==> config.mk <==
export PLATFORM = sky130hd
export DESIGN_NAME = ovf_col_counter
export DESIGN_NICKNAME = d
export VERILOG_FILES = /design/src/rtl/ovfcnt_pkg.sv /design/src/rtl/ovfcnt_seq.sv /design/src/rtl/ovfcnt_dp.sv /design/src/rtl/ovf_col_counter.sv
export SDC_FILE = /design/constraint.sdc
export NUM_CORES = 1
export LEC_CHECK = 0
export CORE_AREA = 2 2 162 124
export DETAILED_ROUTE_END_ITERATION = 10
export DIE_AREA = 0 0 164 126
export DONT_BUFFER_PORTS = 1
export GPL_TIMING_DRIVEN = 1
export SETUP_SLACK_MARGIN = 0.2
export SYNTH_ARGS = -nofsm -noshare
export SYNTH_HDL_FRONTEND = slang
export SYNTH_SLANG_ARGS = --single-unit
==> constraint.sdc <==
create_clock -name clk -period 3.9 [get_ports clk]
set_input_delay 0.39 -clock clk [delete_from_list [all_inputs] [get_ports clk]]
set_output_delay 0.39 -clock clk [all_outputs]
set_load 0.1 [all_outputs]
==> src/rtl/ovfcnt_pkg.sv <==
package ovfcnt_pkg;
  // Strobes from the row sequencer to the count datapath.
  typedef struct packed {
    logic visit;      // a row visit is in progress
    logic writeBack;  // second cycle of the visit: store sum, clear flag
    logic firstPass;  // first pass of the frame: stored counts read as zero
    logic lastPass;   // final pass: sums also go to the result bank
  } seqStrobes_t;
endpackage

==> src/rtl/ovfcnt_seq.sv <==
module ovfcnt_seq
  import ovfcnt_pkg::*;
#(
  parameter int ROWS  = 8,
  parameter int CNT_W = 8,
  localparam int ROW_W = (ROWS > 1) ? $clog2(ROWS) : 1
) (
  input  logic             clk,
  input  logic             rstN,
  input  logic             frameStart,
  output seqStrobes_t      strb,
  output logic [ROW_W-1:0] rowIdx,
  output logic             frameDone
);
  localparam logic [ROW_W-1:0] LAST_ROW = ROW_W'(ROWS - 1);

  logic             active;
  logic             phaseWr;
  logic [CNT_W-1:0] passCnt;
  logic             doneQ;
  logic             lastRow;
  logic             lastPass;

  assign lastRow  = (rowIdx == LAST_ROW);
  assign lastPass = &passCnt;

  always_ff @(posedge clk) begin
    if (!rstN) begin
      active  <= 1'b0;
      phaseWr <= 1'b0;
      rowIdx  <= '0;
      passCnt <= '0;
      doneQ   <= 1'b0;
    end else begin
      doneQ <= active & phaseWr & lastRow & lastPass & ~frameStart;
      if (frameStart) begin
        active  <= 1'b1;
        phaseWr <= 1'b0;
        rowIdx  <= '0;
        passCnt <= '0;
      end else if (active) begin
        if (!phaseWr) begin
          phaseWr <= 1'b1;
        end else begin
          phaseWr <= 1'b0;
          if (lastRow) begin
            rowIdx <= '0;
            if (lastPass) active  <= 1'b0;
            else          passCnt <= passCnt + CNT_W'(1);
          end else begin
            rowIdx <= rowIdx + ROW_W'(1);
          end
        end
      end
    end
  end

  always_comb begin
    strb.visit     = active;
    strb.writeBack = active & phaseWr;
    strb.firstPass = (passCnt == '0);
    strb.lastPass  = lastPass;
  end

  assign frameDone = doneQ;
endmodule

==> src/rtl/ovfcnt_dp.sv <==
module ovfcnt_dp
  import ovfcnt_pkg::*;
#(
  parameter int ROWS  = 8,
  parameter int CNT_W = 8,
  localparam int ROW_W = (ROWS > 1) ? $clog2(ROWS) : 1
) (
  input  logic             clk,
  input  logic             rstN,
  input  seqStrobes_t      strb,
  input  logic [ROW_W-1:0] rowIdx,
  input  logic [ROWS-1:0]  rowEvent,
  input  logic [ROW_W-1:0] rdRow,
  output logic [ROWS-1:0]  rowSel,
  output logic [ROWS-1:0]  flagClr,
  output logic             wrStrobe,
  output logic [CNT_W-1:0] rdCount,
  output logic             rdSat
);
  logic [ROWS-1:0]  flagQ;
  logic             countedQ;   // flag value the adder consumed this visit
  logic [CNT_W-1:0] sumQ;
  logic             satQ;
  logic [CNT_W-1:0] liveCnt [ROWS];
  logic [ROWS-1:0]  liveSat;
  logic [CNT_W-1:0] resCnt  [ROWS];
  logic [ROWS-1:0]  resSat;

  logic             curFlag;
  logic [CNT_W-1:0] baseCnt;
  logic             baseSat;
  logic             atMax;
  logic [CNT_W-1:0] sumNext;
  logic             satNext;
  logic             latchNow;

  // Row decode and per-row flag bits: a new event beats the clear.
  for (genvar r = 0; r < ROWS; r++) begin : g_row
    logic clrHit;
    assign rowSel[r]  = strb.visit & (rowIdx == ROW_W'(r));
    assign flagClr[r] = rowSel[r] & strb.writeBack;
    assign clrHit     = flagClr[r] & countedQ;
    always_ff @(posedge clk) begin
      if (!rstN) flagQ[r] <= 1'b0;
      else       flagQ[r] <= rowEvent[r] | (flagQ[r] & ~clrHit);
    end
  end

  assign wrStrobe = strb.writeBack;
  assign latchNow = strb.visit & ~strb.writeBack;

  // Saturating single-bit accumulate.
  always_comb begin
    curFlag = flagQ[rowIdx];
    baseCnt = strb.firstPass ? '0   : liveCnt[rowIdx];
    baseSat = strb.firstPass ? 1'b0 : liveSat[rowIdx];
    atMax   = &baseCnt;
    sumNext = (curFlag & ~atMax) ? baseCnt + CNT_W'(1) : baseCnt;
    satNext = baseSat | (curFlag & atMax);
  end

  always_ff @(posedge clk) begin
    if (!rstN) begin
      sumQ     <= '0;
      satQ     <= 1'b0;
      countedQ <= 1'b0;
    end else if (latchNow) begin
      sumQ     <= sumNext;
      satQ     <= satNext;
      countedQ <= curFlag;
    end
  end

  always_ff @(posedge clk) begin
    if (!rstN) begin
      for (int i = 0; i < ROWS; i++) begin
        liveCnt[i] <= '0;
        resCnt[i]  <= '0;
      end
      liveSat <= '0;
      resSat  <= '0;
    end else if (strb.writeBack) begin
      liveCnt[rowIdx] <= sumQ;
      liveSat[rowIdx] <= satQ;
      if (strb.lastPass) begin
        resCnt[rowIdx] <= sumQ;
        resSat[rowIdx] <= satQ;
      end
    end
  end

  assign rdCount = resCnt[rdRow];
  assign rdSat   = resSat[rdRow];
endmodule

==> src/rtl/ovf_col_counter.sv <==
module ovf_col_counter
  import ovfcnt_pkg::*;
#(
  parameter int ROWS  = 8,
  parameter int CNT_W = 8,
  localparam int ROW_W = (ROWS > 1) ? $clog2(ROWS) : 1
) (
  input  logic             clk,
  input  logic             rstN,
  input  logic             frameStart,
  input  logic [ROWS-1:0]  rowEvent,
  input  logic [ROW_W-1:0] rdRow,
  output logic [ROWS-1:0]  rowSel,
  output logic [ROWS-1:0]  flagClr,
  output logic             wrStrobe,
  output logic             frameDone,
  output logic [CNT_W-1:0] rdCount,
  output logic             rdSat
);
  seqStrobes_t      strb;
  logic [ROW_W-1:0] rowIdx;

  ovfcnt_seq #(.ROWS(ROWS), .CNT_W(CNT_W)) u_seq (
    .clk(clk), .rstN(rstN), .frameStart(frameStart),
    .strb(strb), .rowIdx(rowIdx), .frameDone(frameDone)
  );

  ovfcnt_dp #(.ROWS(ROWS), .CNT_W(CNT_W)) u_dp (
    .clk(clk), .rstN(rstN), .strb(strb), .rowIdx(rowIdx),
    .rowEvent(rowEvent), .rdRow(rdRow),
    .rowSel(rowSel), .flagClr(flagClr), .wrStrobe(wrStrobe),
    .rdCount(rdCount), .rdSat(rdSat)
  );
endmodule

---- After elaboration in Yosys (flattened, before gate mapping) ----
Memories as Yosys holds them, arrays and structs flattened. A register that Yosys moved wholly into a read port is not among the register bits.
Cells that the tools add are included.
cells by class
  $lt $le $gt $ge ......................... 3
  bitwise operators ....................... 61
  reductions and logical operators ........ 11
  eq/ne operators ......................... 7
  add/sub/neg operators ................... 3
  mux-type cells .......................... 36
operator list
  kind                   count
  $and A1 B1 Y1          39
  $mux W8                4
  $mux W1                21
  $add A8 B1 Y8 const B  2
  $bwmux W8              2
  $reduce_and A8 Y1      2
  $reduce_or A8 Y1       2
  $mux W3                5
  $not A1 Y1             13
  $eq A3 B3 Y1 const B   4
  $bmux W1 S3            3
  $or A1 B1 Y1           9
  $reduce_and A9 Y1      1
  $logic_not A8 Y1       1
  $lt A3 B4 Y1 const B   2
  $eq A3 B2 Y1 const B   2
  $reduce_and A4 Y1      1
  $add A3 B1 Y3 const B  1
  $demux W1 S3           1
  $eq A3 B1 Y1 const B   1
  $ge A3 B1 Y1 const B   1
  $logic_not A3 Y1       1
  $reduce_and A2 Y1      1
  $reduce_or A2 Y1       1
  $logic_and A1 B1 Y1    1
word-level totals
  word-level logic and storage cells ...... 141
  register bits after elaboration ......... 48
  output and inout bits ................... 27
  input port bits ......................... 14
  RAM bits ................................ 128
  memories kept ........................... 2
memory list
  memory        words  width  rd ports  clocked after Yosys merged registers in  wr ports  RTL line         source
  u_dp.liveCnt  8      8      1         1                                        8         ovfcnt_dp.sv:24  logic [CNT_W-1:0] liveCnt [ROWS];
  u_dp.resCnt   8      8      1         0                                        8         ovfcnt_dp.sv:26  logic [CNT_W-1:0] resCnt [ROWS];

---- Longest topological paths before layout ----
  word-level depth ........................ 7
  depth in mapped cells ................... 11
  gate-level depth less buffers ........... 11

---- Hierarchy ----
Synthesis repeated with hierarchy kept, for this count alone.
unflattened totals
  cells, all modules ...................... 675
  area total of the unflattened synthesis .. 8494.4 sq um
by module, submodules not included
  module      times used  area an instance (sq um)  cells each  sequential area each (sq um)
  ovfcnt_dp   1           7785.0                    600         4524.3
  ovfcnt_seq  1           709.4                     75          280.3

---- Worst setup path before layout ----
No wires, ideal clock.
  kind .................................... register to output
  start point ............................. reg u_seq.phaseWr
  end point ............................... out flagClr[0]
  stages on the path, launching flop included .. 5
  setup slack ............................. 1.007 ns
  arrival ................................. 2.503 ns
  data required time ...................... 3.510 ns
  path buffers ............................ 1
  path through ............................ dfxtp_1 > nand2_1 > inv_1 > clkbuf_1 > and3_1
on the way
  longest elaborated chain between the ends .. 2
RTL lines
  what                    RTL line               source
  start, declared         ovfcnt_seq.sv:18       logic phaseWr;
  start signal, assigned  ovfcnt_seq.sv:30       phaseWr <= 1'b0;
  start signal, assigned  ovfcnt_seq.sv:38       phaseWr <= 1'b0;
  start signal, assigned  ovfcnt_seq.sv:43       phaseWr <= 1'b1;
  $and A1 B1 Y1           ovfcnt_seq.sv:60       strb.writeBack = active & phaseWr;
  named net wrStrobe      ovf_col_counter.sv:15  output logic wrStrobe,
  $and A1 B1 Y1           ovfcnt_dp.sv:41        assign flagClr[r] = rowSel[r] & strb.writeBack;
  end, declared           ovf_col_counter.sv:14  output logic [ROWS-1:0] flagClr,
The timed path passes the listed nets, and every way through them passes these cells.

==> impl_results.md <==
- CTS tree: done
- Starting Density: 44.3%
- Power per cell area: approximately 430 nW/um^2
- Post-synth ARST share: 0%
- Die width: roughly 160 um
- Buffers on Ports: 0
- Post-synth EDFFs: about 130
- Initial antenna violation count: 0
- Slew headroom: 32.3%
- Cts hold-fix bufs: 0
- Final core utilization: roughly half
- Placed Cells: a little over 900
- Internal reg-to-reg setup slack: roughly 0.95 ns
- Max VDD drop: about 0.00026 V
- Reg-to-reg critical path endpoint: u_dp.sumQ[6]
- Mean Syn Cell Area: approximately 12 sq um
- Yosys cell types: 59
- Skew final: 0.00815 ns
- Die area: 20700 sq um
- Area share of the largest cell type after synthesis: a little under half
- RSZ-0062 raised after global routing: false
- Post-place setup slack: just over 1 ns
- Die height: ~130 um
- Reg area: 4860 sq um
- Critical path type: flop to flop
- # IOs: 41
- Cells after synthesis: between 600 and 700
- Endpoints failing setup: 0
- Endpoints failing hold: 0
- Min cycle time layout: 2.95 ns
- Syn Nets: approximately 700
- Num Clock Sinks: ~180
- Fin cells: approximately 960
- Startpoint types: flop
- CP endpoint kind: flop
- Root buf cell: clkbuf_16
- Fillers: approximately 1600
- Clk slew on worst S/H paths: 0.06 ns
- CTS H-tree depth: 4
- Final wirelength: ~19000 um
- Crit share post-route: about three quarters
- Post-synthesis sequential area ratio: between 50% and 60%
- Setup TNS Final: 0 ns
- Worst Hold Class: input port to flop
- Warnings from Yosys: 0
- Slew Viols, Final: 0
- Status: finished clean
- Top-count cell post-synth: edfxtp_1
- Post-Syn Area: 8460 sq um
- Most used DFF post-synth: edfxtp_1
- Via count: roughly 5400
- Area of the multi-input gates: roughly 3300 sq um
- CP Data Required Time: 4.20 ns
- Drt pass-1 iters: 5
- Worst hold path endpoint: u_dp.flagQ[6]
- Drt drc: 0
- Fin nets: 713
- Clock tree buffer depth: 2
- Top cells by area, synth: edfxtp_1 (45%), dfxtp_1 (12%), mux4_2 (6.9%)
- WHS Path Cells: 2
- Max Cap Viol: 0
- Min-delay src: rowEvent[6]
- Worst-Margin Slew: 1.01 ns
- FF+latch count, synth: ~180
- Latest clock arrival within the worst-skew pair: ~0.43 ns
- Final setup margin: 0.948 ns
- Rows: between 40 and 50
- Vias in the first global route: 5421
- CTS buffer count: 17
- Post-synth top area cell: edfxtp_1
- First-pass GRT wire length: 30400 um
- Post-CTS Setup Bufs: 0
- Reg2reg path depth: 8
- Core area: around 19000 sq um
- Total GRT Usage: around 20%
- Layout cells sized above 1: about 15%
- Maximum clock frequency: about 340 MHz
- Critical path arrival: 3.25 ns
- Area growth from synthesis to layout: 9.55%
- WL/cell: between 15 and 20 um
- CP max FO: 19
- Congestion Overflow GR: 0
- Largest net degree at the start of global routing: 35
- Leak pwr: approximately 0.0033 uW
- Post-DRT Antenna Nets: 0
- Dpl hpwl: between 10000 and 15000 um
- DRT iter0 DRCs: 504
- GP Congestion: about 0.84
- Cts repair resizes: 0
- Vias/cell: 5.62
- Post-synth top cells: edfxtp_1 (128), nor2_1 (85), and2_1 (70)
[layout by cell type (no fill, tap or decap), types with 2 or more instances in the layout]
| master | n |
|---|---|
| a211oi_1 | 3 |
| a21oi_1 | 33 |
| a22oi_1 | 3 |
| a32o_1 | 2 |
| and2_1 | 70 |
| and3_1 | 38 |
| buf_4 | 23 |
| bufinv_16 | 2 |
| clkbuf_16 | 17 |
| clkinv_1 | 2 |
| clkinv_2 | 3 |
| clkinvlp_4 | 2 |
| dfxtp_1 | 51 |
| edfxtp_1 | 128 |
| ha_1 | 9 |
| inv_1 | 9 |
| inv_6 | 3 |
| mux2_2 | 11 |
| mux2i_1 | 15 |
| mux4_1 | 6 |
| mux4_2 | 26 |
| nand2_1 | 54 |
| nand2b_1 | 2 |
| nand3_1 | 19 |
| nand4_1 | 6 |
| nor2_1 | 85 |
| nor2b_1 | 4 |
| nor3_1 | 12 |
| o211ai_1 | 3 |
| o21ai_0 | 23 |
| xnor2_1 | 4 |
| xor2_1 | 4 |
[sequential cells by signal, indices dropped and copies added (netlist names), named ones only]
| register | count |
|---|---|
| u_dp.countedQ | 1 |
| u_dp.satQ | 1 |
| u_seq.active | 1 |
| u_dp.sumQ | 8 |
| u_dp.flagQ | 8 |
| u_dp.liveCnt | 64 |
| u_seq.rowIdx | 3 |
| u_dp.resSat | 8 |
| u_seq.phaseWr | 1 |
| u_seq.frameDone | 1 |
| u_dp.resCnt | 64 |
| u_dp.liveSat | 8 |
| u_seq.passCnt | 8 |
[how the worst max path moves through the flow]
stage               cells after the start  slack, ns           end
floorplan                               4       1.01    flagClr[0]
global placement                        8       1.10  u_dp.sumQ[6]
detailed placement                      8       1.01  u_dp.sumQ[6]
CTS                                     8       0.98  u_dp.sumQ[6]
global route                            8       0.69  u_dp.sumQ[6]
finish                                  8       0.95  u_dp.sumQ[6]
[per-stage QoR]
step	cell area [sq um]	hold WS, ns	power [uW]
global placement	8710	0.441	2390
floorplan	8460	0.433	2350
detailed placement	8710	0.453	2390
CTS	9270	0.0758	4020
finish	9270	0.0911	4000
global route	9270	0.0812	4120
[cell families after synthesis]
family / share of synthesized area [%]
flip-flops: 57.5
AND/OR/NAND/NOR: 18.8
adder cells (fa/ha/maj): 1.33
XOR/XNOR: 0.828
buffers and inverters: 3.30
multiplexers: 12.0
AO/OA/AOI/OAI: 6.21
[power breakdown]
| part | internal [uW] | switching (uW) |
|---|---|---|
| sequential | 2090 | 43.7 |
| clock | 938 | 709 |
| combinational | 66.9 | 151 |
| total | 3090 | 903 |
[worst max-delay path, stage by stage (launching register included)]
cell and delay (ns):
dfxtp_1 0.98, mux4_1 0.41, nor2_1 0.04, nor3_1 0.35, ha_1 0.23, nor2b_1 0.21
nand2_1 0.14, o311ai_0 0.35, a21oi_1 0.11
[cell type report]
cell class / count / area share, %
Clock inverter: 13 / 1.43
Sequential cell: 179 / 52.5
Multi-Input combinational cell: 460 / 35.8
Timing Repair Buffer: 23 / 1.86
Inverter: 9 / 0.364
Tap cell: 253 / 3.41
Antenna cell: 1 / 0.0270
Clock buffer: 18 / 4.63
[metal layers]
| metal | share of wire [%] | GRT usage (%) |
|---|---|---|
| met5 | 0 | 0 |
| met4 | 0.94 | 4.85 |
| met3 | 6.1 | 4.02 |
| met2 | 45 | 28.5 |
| met1 | 48 | 29.8 |
Power figures use the tool's default switching activity.
